## config.mk

```make
export PLATFORM = sky130hd
export DESIGN_NAME = simt_mask_unit
export DESIGN_NICKNAME = d
export VERILOG_FILES = /design/src/rtl/simt_mask_pkg.sv /design/src/rtl/simt_mask_stack.sv /design/src/rtl/simt_mask_next.sv /design/src/rtl/simt_uniform_detect.sv /design/src/rtl/simt_mask_unit.sv
export SDC_FILE = /design/constraint.sdc
export NUM_CORES = 1
export LEC_CHECK = 0
export CAP_MARGIN = 30
export CORE_UTILIZATION = 40
export DETAILED_ROUTE_END_ITERATION = 10
export DONT_BUFFER_PORTS = 1
export GPL_TIMING_DRIVEN = 0
export PLACE_DENSITY = 0.59
export SYNTH_ARGS = -nofsm -noshare
export SYNTH_HDL_FRONTEND = slang
export SYNTH_SLANG_ARGS = --single-unit
```

## constraint.sdc

```tcl
create_clock -name clk -period 2.98 [get_ports clk]
set_input_delay 0.447 -clock clk [delete_from_list [all_inputs] [get_ports clk]]
set_output_delay 0.447 -clock clk [all_outputs]
set_load 0.005 [all_outputs]
```

## src/rtl/simt_mask_pkg.sv

```systemverilog
package simt_mask_pkg;

    typedef enum logic [2:0] {
        CMD_NONE       = 3'd0,
        CMD_OPEN       = 3'd1,
        CMD_OTHER_SIDE = 3'd2,
        CMD_CLOSE      = 3'd3,
        CMD_LOOP_ENTER = 3'd4,
        CMD_LOOP_TEST  = 3'd5,
        CMD_LOOP_CLOSE = 3'd6,
        CMD_SPARE      = 3'd7
    } ctl_cmd_e;

    typedef struct packed {
        logic wants_push;
        logic wants_pop;
        logic reads_top;
        logic applies_cond;
    } cmd_class_t;

    function automatic ctl_cmd_e qualify_cmd(input logic valid, input logic [2:0] raw);
        ctl_cmd_e c;
        c = ctl_cmd_e'(raw);
        if (!valid || c == CMD_SPARE) c = CMD_NONE;
        return c;
    endfunction

    function automatic cmd_class_t classify_cmd(input ctl_cmd_e c);
        cmd_class_t k;
        k = '0;
        case (c)
            CMD_OPEN:       begin k.wants_push = 1'b1; k.applies_cond = 1'b1; end
            CMD_LOOP_ENTER: k.wants_push = 1'b1;
            CMD_OTHER_SIDE: k.reads_top = 1'b1;
            CMD_CLOSE:      begin k.reads_top = 1'b1; k.wants_pop = 1'b1; end
            CMD_LOOP_CLOSE: k.reads_top = 1'b1;
            CMD_LOOP_TEST:  k.applies_cond = 1'b1;
            default:        k = '0;
        endcase
        return k;
    endfunction

endpackage

```

## src/rtl/simt_mask_stack.sv

```systemverilog
module simt_mask_stack #(
    parameter int LANES = 8,
    parameter int DEPTH = 8
) (
    input  logic             clk,
    input  logic             rst,
    input  logic             push,
    input  logic             pop,
    input  logic [LANES-1:0] push_mask,
    input  logic [LANES-1:0] push_cond,
    output logic [LANES-1:0] top_mask,
    output logic [LANES-1:0] top_cond,
    output logic             empty,
    output logic             full
);
    localparam int PW = $clog2(DEPTH + 1);

    typedef struct packed {
        logic [LANES-1:0] saved;
        logic [LANES-1:0] cond;
    } level_t;

    level_t          level_q [DEPTH];
    logic [PW-1:0]   sp_q;

    assign empty = (sp_q == '0);
    assign full  = (sp_q == PW'(DEPTH));

    always_ff @(posedge clk) begin
        if (rst) begin
            sp_q <= '0;
        end else if (push && !full) begin
            sp_q <= sp_q + PW'(1);
        end else if (pop && !empty) begin
            sp_q <= sp_q - PW'(1);
        end
    end

    for (genvar g = 0; g < DEPTH; g++) begin : g_level
        always_ff @(posedge clk) begin
            if (rst) begin
                level_q[g] <= '0;
            end else if (push && !full && sp_q == PW'(g)) begin
                level_q[g].saved <= push_mask;
                level_q[g].cond  <= push_cond;
            end
        end
    end

    always_comb begin
        top_mask = '0;
        top_cond = '0;
        for (int i = 0; i < DEPTH; i++) begin
            if (sp_q == PW'(i + 1)) begin
                top_mask = level_q[i].saved;
                top_cond = level_q[i].cond;
            end
        end
    end

endmodule

```

## src/rtl/simt_mask_next.sv

```systemverilog
module simt_mask_next
    import simt_mask_pkg::*;
#(
    parameter int LANES = 8
) (
    input  ctl_cmd_e         cmd,
    input  logic [LANES-1:0] cur_mask,
    input  logic [LANES-1:0] cond,
    input  logic [LANES-1:0] top_mask,
    input  logic [LANES-1:0] top_cond,
    input  logic             empty,
    input  logic             full,
    output logic [LANES-1:0] nxt_mask,
    output logic [LANES-1:0] push_cond,
    output logic             push,
    output logic             pop,
    output logic             accepted,
    output logic             ovf_evt,
    output logic             unf_evt,
    output logic             repeat_nxt
);
    cmd_class_t cls;
    logic       any_active;

    assign cls        = classify_cmd(cmd);
    assign any_active = |cur_mask;
    assign push_cond  = (cmd == CMD_OPEN) ? cond : '1;

    always_comb begin
        nxt_mask   = cur_mask;
        push       = 1'b0;
        pop        = 1'b0;
        ovf_evt    = 1'b0;
        unf_evt    = 1'b0;
        repeat_nxt = 1'b0;
        accepted   = 1'b0;
        if (cls.wants_push && full) begin
            ovf_evt = 1'b1;
        end else if (cls.reads_top && empty) begin
            unf_evt = 1'b1;
        end else begin
            accepted = (cmd != CMD_NONE);
            case (cmd)
                CMD_OPEN: begin
                    push     = 1'b1;
                    nxt_mask = cur_mask & cond;
                end
                CMD_LOOP_ENTER: push = 1'b1;
                CMD_OTHER_SIDE: nxt_mask = top_mask & ~top_cond;
                CMD_CLOSE: begin
                    pop      = 1'b1;
                    nxt_mask = top_mask;
                end
                CMD_LOOP_TEST: nxt_mask = cur_mask & cond;
                CMD_LOOP_CLOSE: begin
                    if (any_active) begin
                        repeat_nxt = 1'b1;
                    end else begin
                        pop      = 1'b1;
                        nxt_mask = top_mask;
                    end
                end
                default: nxt_mask = cur_mask;
            endcase
        end
    end

endmodule

```

## src/rtl/simt_uniform_detect.sv

```systemverilog
module simt_uniform_detect #(
    parameter int LANES = 8
) (
    input  logic             eval,
    input  logic [LANES-1:0] cur_mask,
    input  logic [LANES-1:0] cond,
    output logic             uniform
);
    logic [LANES-1:0] taken;
    logic             all_taken;
    logic             none_taken;

    assign taken      = cur_mask & cond;
    assign all_taken  = (taken == cur_mask);
    assign none_taken = (taken == '0);
    assign uniform    = eval && (all_taken || none_taken);

endmodule

```

## src/rtl/simt_mask_unit.sv

```systemverilog
module simt_mask_unit
    import simt_mask_pkg::*;
#(
    parameter int LANES = 8,
    parameter int DEPTH = 8
) (
    input  logic             clk,
    input  logic             rst,
    input  logic             cmd_valid,
    input  logic [2:0]       cmd,
    input  logic [LANES-1:0] cond,
    output logic [LANES-1:0] exec_mask,
    output logic             skip,
    output logic             uniform,
    output logic             loop_repeat,
    output logic             err_overflow,
    output logic             err_underflow
);
    ctl_cmd_e         cmd_q;
    cmd_class_t       cls;
    logic [LANES-1:0] mask_q;
    logic [LANES-1:0] nxt_mask;
    logic [LANES-1:0] top_mask;
    logic [LANES-1:0] top_cond;
    logic [LANES-1:0] push_cond;
    logic             empty;
    logic             full;
    logic             push;
    logic             pop;
    logic             accepted;
    logic             ovf_evt;
    logic             unf_evt;
    logic             repeat_nxt;
    logic             uni_nxt;
    logic             uni_q;
    logic             rep_q;
    logic             ovf_q;
    logic             unf_q;

    assign cmd_q = qualify_cmd(cmd_valid, cmd);
    assign cls   = classify_cmd(cmd_q);

    simt_mask_stack #(.LANES(LANES), .DEPTH(DEPTH)) stack_i (
        .clk       (clk),
        .rst       (rst),
        .push      (push),
        .pop       (pop),
        .push_mask (mask_q),
        .push_cond (push_cond),
        .top_mask  (top_mask),
        .top_cond  (top_cond),
        .empty     (empty),
        .full      (full)
    );

    simt_mask_next #(.LANES(LANES)) next_i (
        .cmd        (cmd_q),
        .cur_mask   (mask_q),
        .cond       (cond),
        .top_mask   (top_mask),
        .top_cond   (top_cond),
        .empty      (empty),
        .full       (full),
        .nxt_mask   (nxt_mask),
        .push_cond  (push_cond),
        .push       (push),
        .pop        (pop),
        .accepted   (accepted),
        .ovf_evt    (ovf_evt),
        .unf_evt    (unf_evt),
        .repeat_nxt (repeat_nxt)
    );

    simt_uniform_detect #(.LANES(LANES)) uni_i (
        .eval     (accepted && cls.applies_cond),
        .cur_mask (mask_q),
        .cond     (cond),
        .uniform  (uni_nxt)
    );

    always_ff @(posedge clk) begin
        if (rst) begin
            mask_q <= '1;
            uni_q  <= 1'b0;
            rep_q  <= 1'b0;
            ovf_q  <= 1'b0;
            unf_q  <= 1'b0;
        end else begin
            mask_q <= nxt_mask;
            uni_q  <= uni_nxt;
            rep_q  <= repeat_nxt;
            ovf_q  <= ovf_q | ovf_evt;
            unf_q  <= unf_q | unf_evt;
        end
    end

    assign exec_mask     = mask_q;
    assign skip          = ~|mask_q;
    assign uniform       = uni_q;
    assign loop_repeat   = rep_q;
    assign err_overflow  = ovf_q;
    assign err_underflow = unf_q;

endmodule

```

# Word level (Yosys, flattened, before mapping)
# Memory sizes are Yosys's and may differ from the RTL's.
# Cells that the tools add are included.
[op_classes] add_sub_neg=2 n_eq_ne=17 n_mux=79 bitwise_logic=24 reduce_logical=31
[ops] cell="two-way mux 8 bit" n=34
[ops] cell="two-way mux 1 bit" n=40
[ops] cell="case mux 8 bit (4 select lines)" n=1
[ops] cell="bitwise OR 1 bit" n=18
[ops] cell="bitwise AND 8 bit" n=2
[ops] cell="equality test 4 x 3 -> 1 bit (second input constant)" n=4
[ops] cell="logical AND 1 bit" n=14
[ops] cell="equality test 3 bit (second input constant)" n=4
[ops] cell="equality test 4 x 2 -> 1 bit (second input constant)" n=2
[ops] cell="equality test 8 bit" n=1
[ops] cell="logical NOT 8 bit" n=1
[ops] cell="two-way mux 4 bit" n=2
[ops] cell="inverter 8 bit" n=1
[ops] cell="OR reduction 8 bit" n=1
[ops] cell="equality test 3 x 2 -> 1 bit (second input constant)" n=2
[ops] cell="adder 4 x 1 -> 4 bit (second input constant)" n=1
[ops] cell="equality test 4 x 1 -> 1 bit (second input constant)" n=1
[ops] cell="equality test 4 bit (second input constant)" n=1
[ops] cell="logical NOT 1 bit" n=4
[ops] cell="logical NOT 4 bit" n=1
[ops] cell="AND reduction 4 bit" n=1
[ops] cell="nonzero test 4 bit" n=1
[ops] cell="OR reduction 2 bit" n=2
[ops] cell="OR reduction 4 bit" n=1
[ops] cell="10 further kinds" n=13
[totals] regBits=16 mem_bits_rw=128 in_bits=14 mem_count=1
[memory_table] memory="stack_i.level_q" words=8 word_bits=16 rd=8 rd_ports_with_merged_regs=0 write_ports=8 line_no="simt_mask_stack.sv:23" text="level_t level_q [DEPTH];"

# Logic depth before layout (Yosys ltp)
[logic_depth] depth_word=15 mapped_depth=10

# Modules after synthesis
# Synthesis repeated with hierarchy kept, for this count alone.
[hier_totals] hier_cells=666 area_unflattened_um2=7529.7
[by_module_without_submodules] mod="simt_mask_stack" instances=1 cells_per_inst=542 area_each_um2=6552.5
[by_module_without_submodules] mod="simt_mask_next" instances=1 cells_per_inst=68 area_each_um2=496.7
[by_module_without_submodules] mod="simt_mask_unit" instances=1 cells_per_inst=37 area_each_um2=374.1
[by_module_without_submodules] mod="simt_uniform_detect" instances=1 cells_per_inst=19 area_each_um2=106.4

# Worst setup path after synthesis
# No wires, ideal clock.
[synth_path] path_type="reg-to-reg" start="register stack_i.sp_q[0]" end="memory stack_i.level_q[0][16] (netlist bit) (enable)" arrival_time_ns=1.976 required_time_ns=2.641 path_slack_ns=0.665 path_stages_with_launch=7 n_path_buf=1 synth_period_minus_slack_ns=2.315 path_cell_list="dfxtp_1 inv_1 ha_1 and3b_1 clkbuf_1 nor3_1 a31o_2"
[synth_rtl] item="start, declared" line_no="simt_mask_stack.sv:24" text="logic [PW-1:0] sp_q;"
[synth_rtl] item="start signal, assigned" line_no="simt_mask_stack.sv:33" text="sp_q <= sp_q + PW'(1);"
[synth_rtl] item="start signal, assigned" line_no="simt_mask_stack.sv:35" text="sp_q <= sp_q - PW'(1);"
[synth_rtl] item="end, declared" line_no="simt_mask_stack.sv:23"

# Worst setup path in the final report
[layout_path] start="register stack_i.sp_q[0]" end="register mask_q[2], in the netlist exec_mask[2]"
[layout_between] elab_chain_cells=12
[layout_rtl] item="equality test 4 x 1 -> 1 bit" line_no="simt_mask_stack.sv:54" text="if (sp_q == PW'(i + 1)) begin"
[layout_rtl] item="two-way mux 8 bit (8 in a row)" line_no="simt_mask_stack.sv:54"
[layout_rtl] item="inverter 8 bit" line_no="simt_mask_next.sv:49" text="CMD_OTHER_SIDE: nxt_mask = top_mask & ~top_cond;"
[layout_rtl] item="bitwise AND 8 bit" line_no="simt_mask_next.sv:49"
[layout_rtl] item="case mux 8 bit (4 select lines)" line_no="simt_mask_next.sv:43" text="case (cmd)"
[layout_rtl] item="end signal, assigned" line_no="simt_mask_unit.sv:89" text="mask_q <= nxt_mask;"
[layout_rtl] item="end, declared" line_no="simt_mask_unit.sv:21" text="logic [LANES-1:0] mask_q;"
# Several ways; a longest one is shown, not always the timed one. The select of a mux whose other input is x is not followed.
# A chain may end at the register's enable or synchronous reset.

==> impl_metrics.ini <==
[grt]
grt_use_total_pct = 24.0
grt_max_degree = 17
antenna_found_initial = 0
grt_pass1_vias = 5151
grt_overflow_total = 0
grt_first_pass_wirelength_mm = 30.6

[clock_tree]
hold_buffers = 0
root_buffer = clkbuf_16
cts_setup_buffers = 0
cts-htree-levels = 4
cts_tree = done
cts_sinks = 144
cts_buffer_depth = 2
cts_buffers = 17
clkSlewWorstSetupHoldPaths_ps = 60
clk_latency_ps = 430

[critical_path]
arrival_ps = 3110
cp_max_fo = 10
worstSetupPathType = reg2reg
r2r_slack_ps = 180
reg2regPathDepth = 8
end_kind = register
r2r-start = stack_i.sp_q[0]
worstPathRequired_ps = 3290
worstReg2RegEnd = exec_mask[2]
worstSetupStartpointType = register

[timing]
relSlewSlack_pct = 36.0
setup_ws_ps = 178
setup_viol = 0
fin_crit_sh_pct = 94.0
fin_crit_ps = 2800
skew_ps = 8.57
fin_tns_setup_ps = 0
rsz0062_at_grt = false
fmax_mhz = 357
slew_violations = 0
tightest_slew_ps = 957
hold_viol = 0

[synthesis]
synth_cells = 634
ys_seq_elements = 144
synth-async-reset-ratio_pct = 0
synthesis.area_sq_um = 6800
synth-compound-area-share_pct = 15.9
ys_seq_area_share_pct = 61.2
synth_top_family_by_area = simple AND/OR/NAND/NOR gates
synthXorXnorAreaFrac_pct = 0.386
yosysWarnings = 0
yosysUniqueCellTypes = 61
synth_simple_gate_area_share_pct = 17.9
synthFlopType = edfxtp_1
syn_avg_cell_area_sq_um = 10.7
synth_nets = 652
synth_edf_count = 128
synth_adder_area_share_pct = 0.736
synthMuxAreaShare_pct = 0.478

[final_layout]
antenna_cells = 0
drive_gt1_share_pct = 10.2
layout.cells.non_filler = 885
area_growth_pct = 13.2
nets = 670
final_cell_area_sq_um = 7700

[pwr]
powerDensity_nw_per_um2 = 656
p_total_mw = 5.05
vdd_drop_max_v = 0.000425
p_leak_nw = 2.99

[placed_design]
port_buffers = 0
place_ws_ps = -345
dp.cells = 854
routabilityCongestion = 0.857
dp_hpwl_mm = 14.3
place_area_sq_um = 7080

[route]
antenna_left = 0
via_count = 5362
drc = 0
via_per_inst = 6.06
drt-initial-drc-count = 707
wirelength_mm = 20.4
wl_per_cell_microns = 23.1
first_pass_iters = 5

[floorplanning]
initial_utilization_pct = 41.0
die_w_microns = 132
ioPinCount = 27
fp.dieArea_sq_um = 17500
die_h_microns = 132
core_area_sq_um = 16600
row_count = 47

[run_status]
status = finished clean

[min_path]
hold_path_startpoint = cond[0]
hold_end = exec_mask[0]
hold_path.class = in2reg
whs_path_depth = 2

[job]
cap_viol_max_count = 0
==> report_power, final <==
group,switching (mW),internal [mW],leakage [nW]
Sequential,0.0446,2.29,1.45
Combinational,0.367,0.152,1.24
Clock,0.866,1.34,0.293
==> stage by stage <==
stage               util, %  hold WS [ps]
finish                 46.5           189
global route           46.5           181
floorplan                 -           460
detailed placement     42.7           509
CTS                    46.4           172
global placement       42.7           501
==> worst max path at each step <==
stage | start | end | depth (start not counted)
floorplan | stack_i.sp_q[0] | stack_i.level_q[0][16] | 6
global placement | stack_i.sp_q[0] | exec_mask[0] | 9
detailed placement | stack_i.sp_q[0] | exec_mask[0] | 9
CTS | stack_i.sp_q[1] | stack_i.level_q[1][55] | 7
global route | stack_i.sp_q[0] | stack_i.sp_q[3] | 8
finish | stack_i.sp_q[0] | exec_mask[2] | 8
==> sequential cells by signal (all words and copies together) (netlist names) <==
signal,count
stack_i.level_q,128
err_underflow,1
exec_mask,8
stack_i.sp_q,4
loop_repeat,1
err_overflow,1
uniform,1
==> cells in the final DEF, fill, tap and decap left out, drive strengths merged, types with 10 or more instances in the layout <==
cell    count
nand2      29
nand3      15
a221oi     14
clkbuf     56
inv        10
nor2      174
o21ai      17
dfxtp      16
nand2b     11
a21oi      27
clkinv     15
edfxtp    128
==> kinds of logic (layout without fill, tap and decap cells) <==
family,Yosys count,after routing
AND/OR/NAND/NOR,274,274
AO/OA/AOI/OAI,146,146
flip-flops,144,144
buffers and inverters,60,91
adder cells (fa/ha/maj),4,4
XOR/XNOR,3,3
multiplexers,3,3
==> metal layers <==
| layer | track usage, % | wire (microns) |
|---|---|---|
| met4 | 12.8 | 777 |
| met5 | 0 | 0 |
| met2 | 36.3 | 9420 |
| met1 | 32.2 | 8800 |
| met3 | 5.29 | 1430 |
==> what timing repair did <==
action / 4_1_cts / 5_1_grt
pin swaps: 0 / 0
endpoints found under the setup margin: 142 / 110
gates resized for setup: 7 / 14
==> critical path, stage by stage, from the launching register on <==
cell and delay [ps]:
dfxtp_1 340, inv_1 130, ha_1 340, nor2b_1 270, clkbuf_1 480, a221oi_1 190
o32a_1 310, o32a_1 240, a221o_1 370
==> cell usage after synthesis, types with 8 or more instances <==
library cell	count	area share (%)
dfxtp_1	16	4.7
edfxtp_1	128	56
nand3_1	15	1.1
a21o_1	8	0.88
clkbuf_1	36	2.0
a31o_2	9	1.2
clkinv_1	9	0.50
o22ai_1	9	0.83
a21oi_1	27	2.0
nand2_1	29	1.6
inv_1	8	0.44
o21ai_0	17	1.3
a221oi_1	14	1.8
o32a_1	8	1.2
nand2b_1	11	1.0
nor2_1	174	9.6
==> final cells by class <==
cell class,count,area (sq um)
buffer,42,173
clock buffer,19,443
clock inverter,13,160
fill,1569,8880
inverter,17,65.1
multi-input combinational,430,2420
sequential,144,4160
tap,220,275
Note: power is estimated with default switching activity, not from simulation.
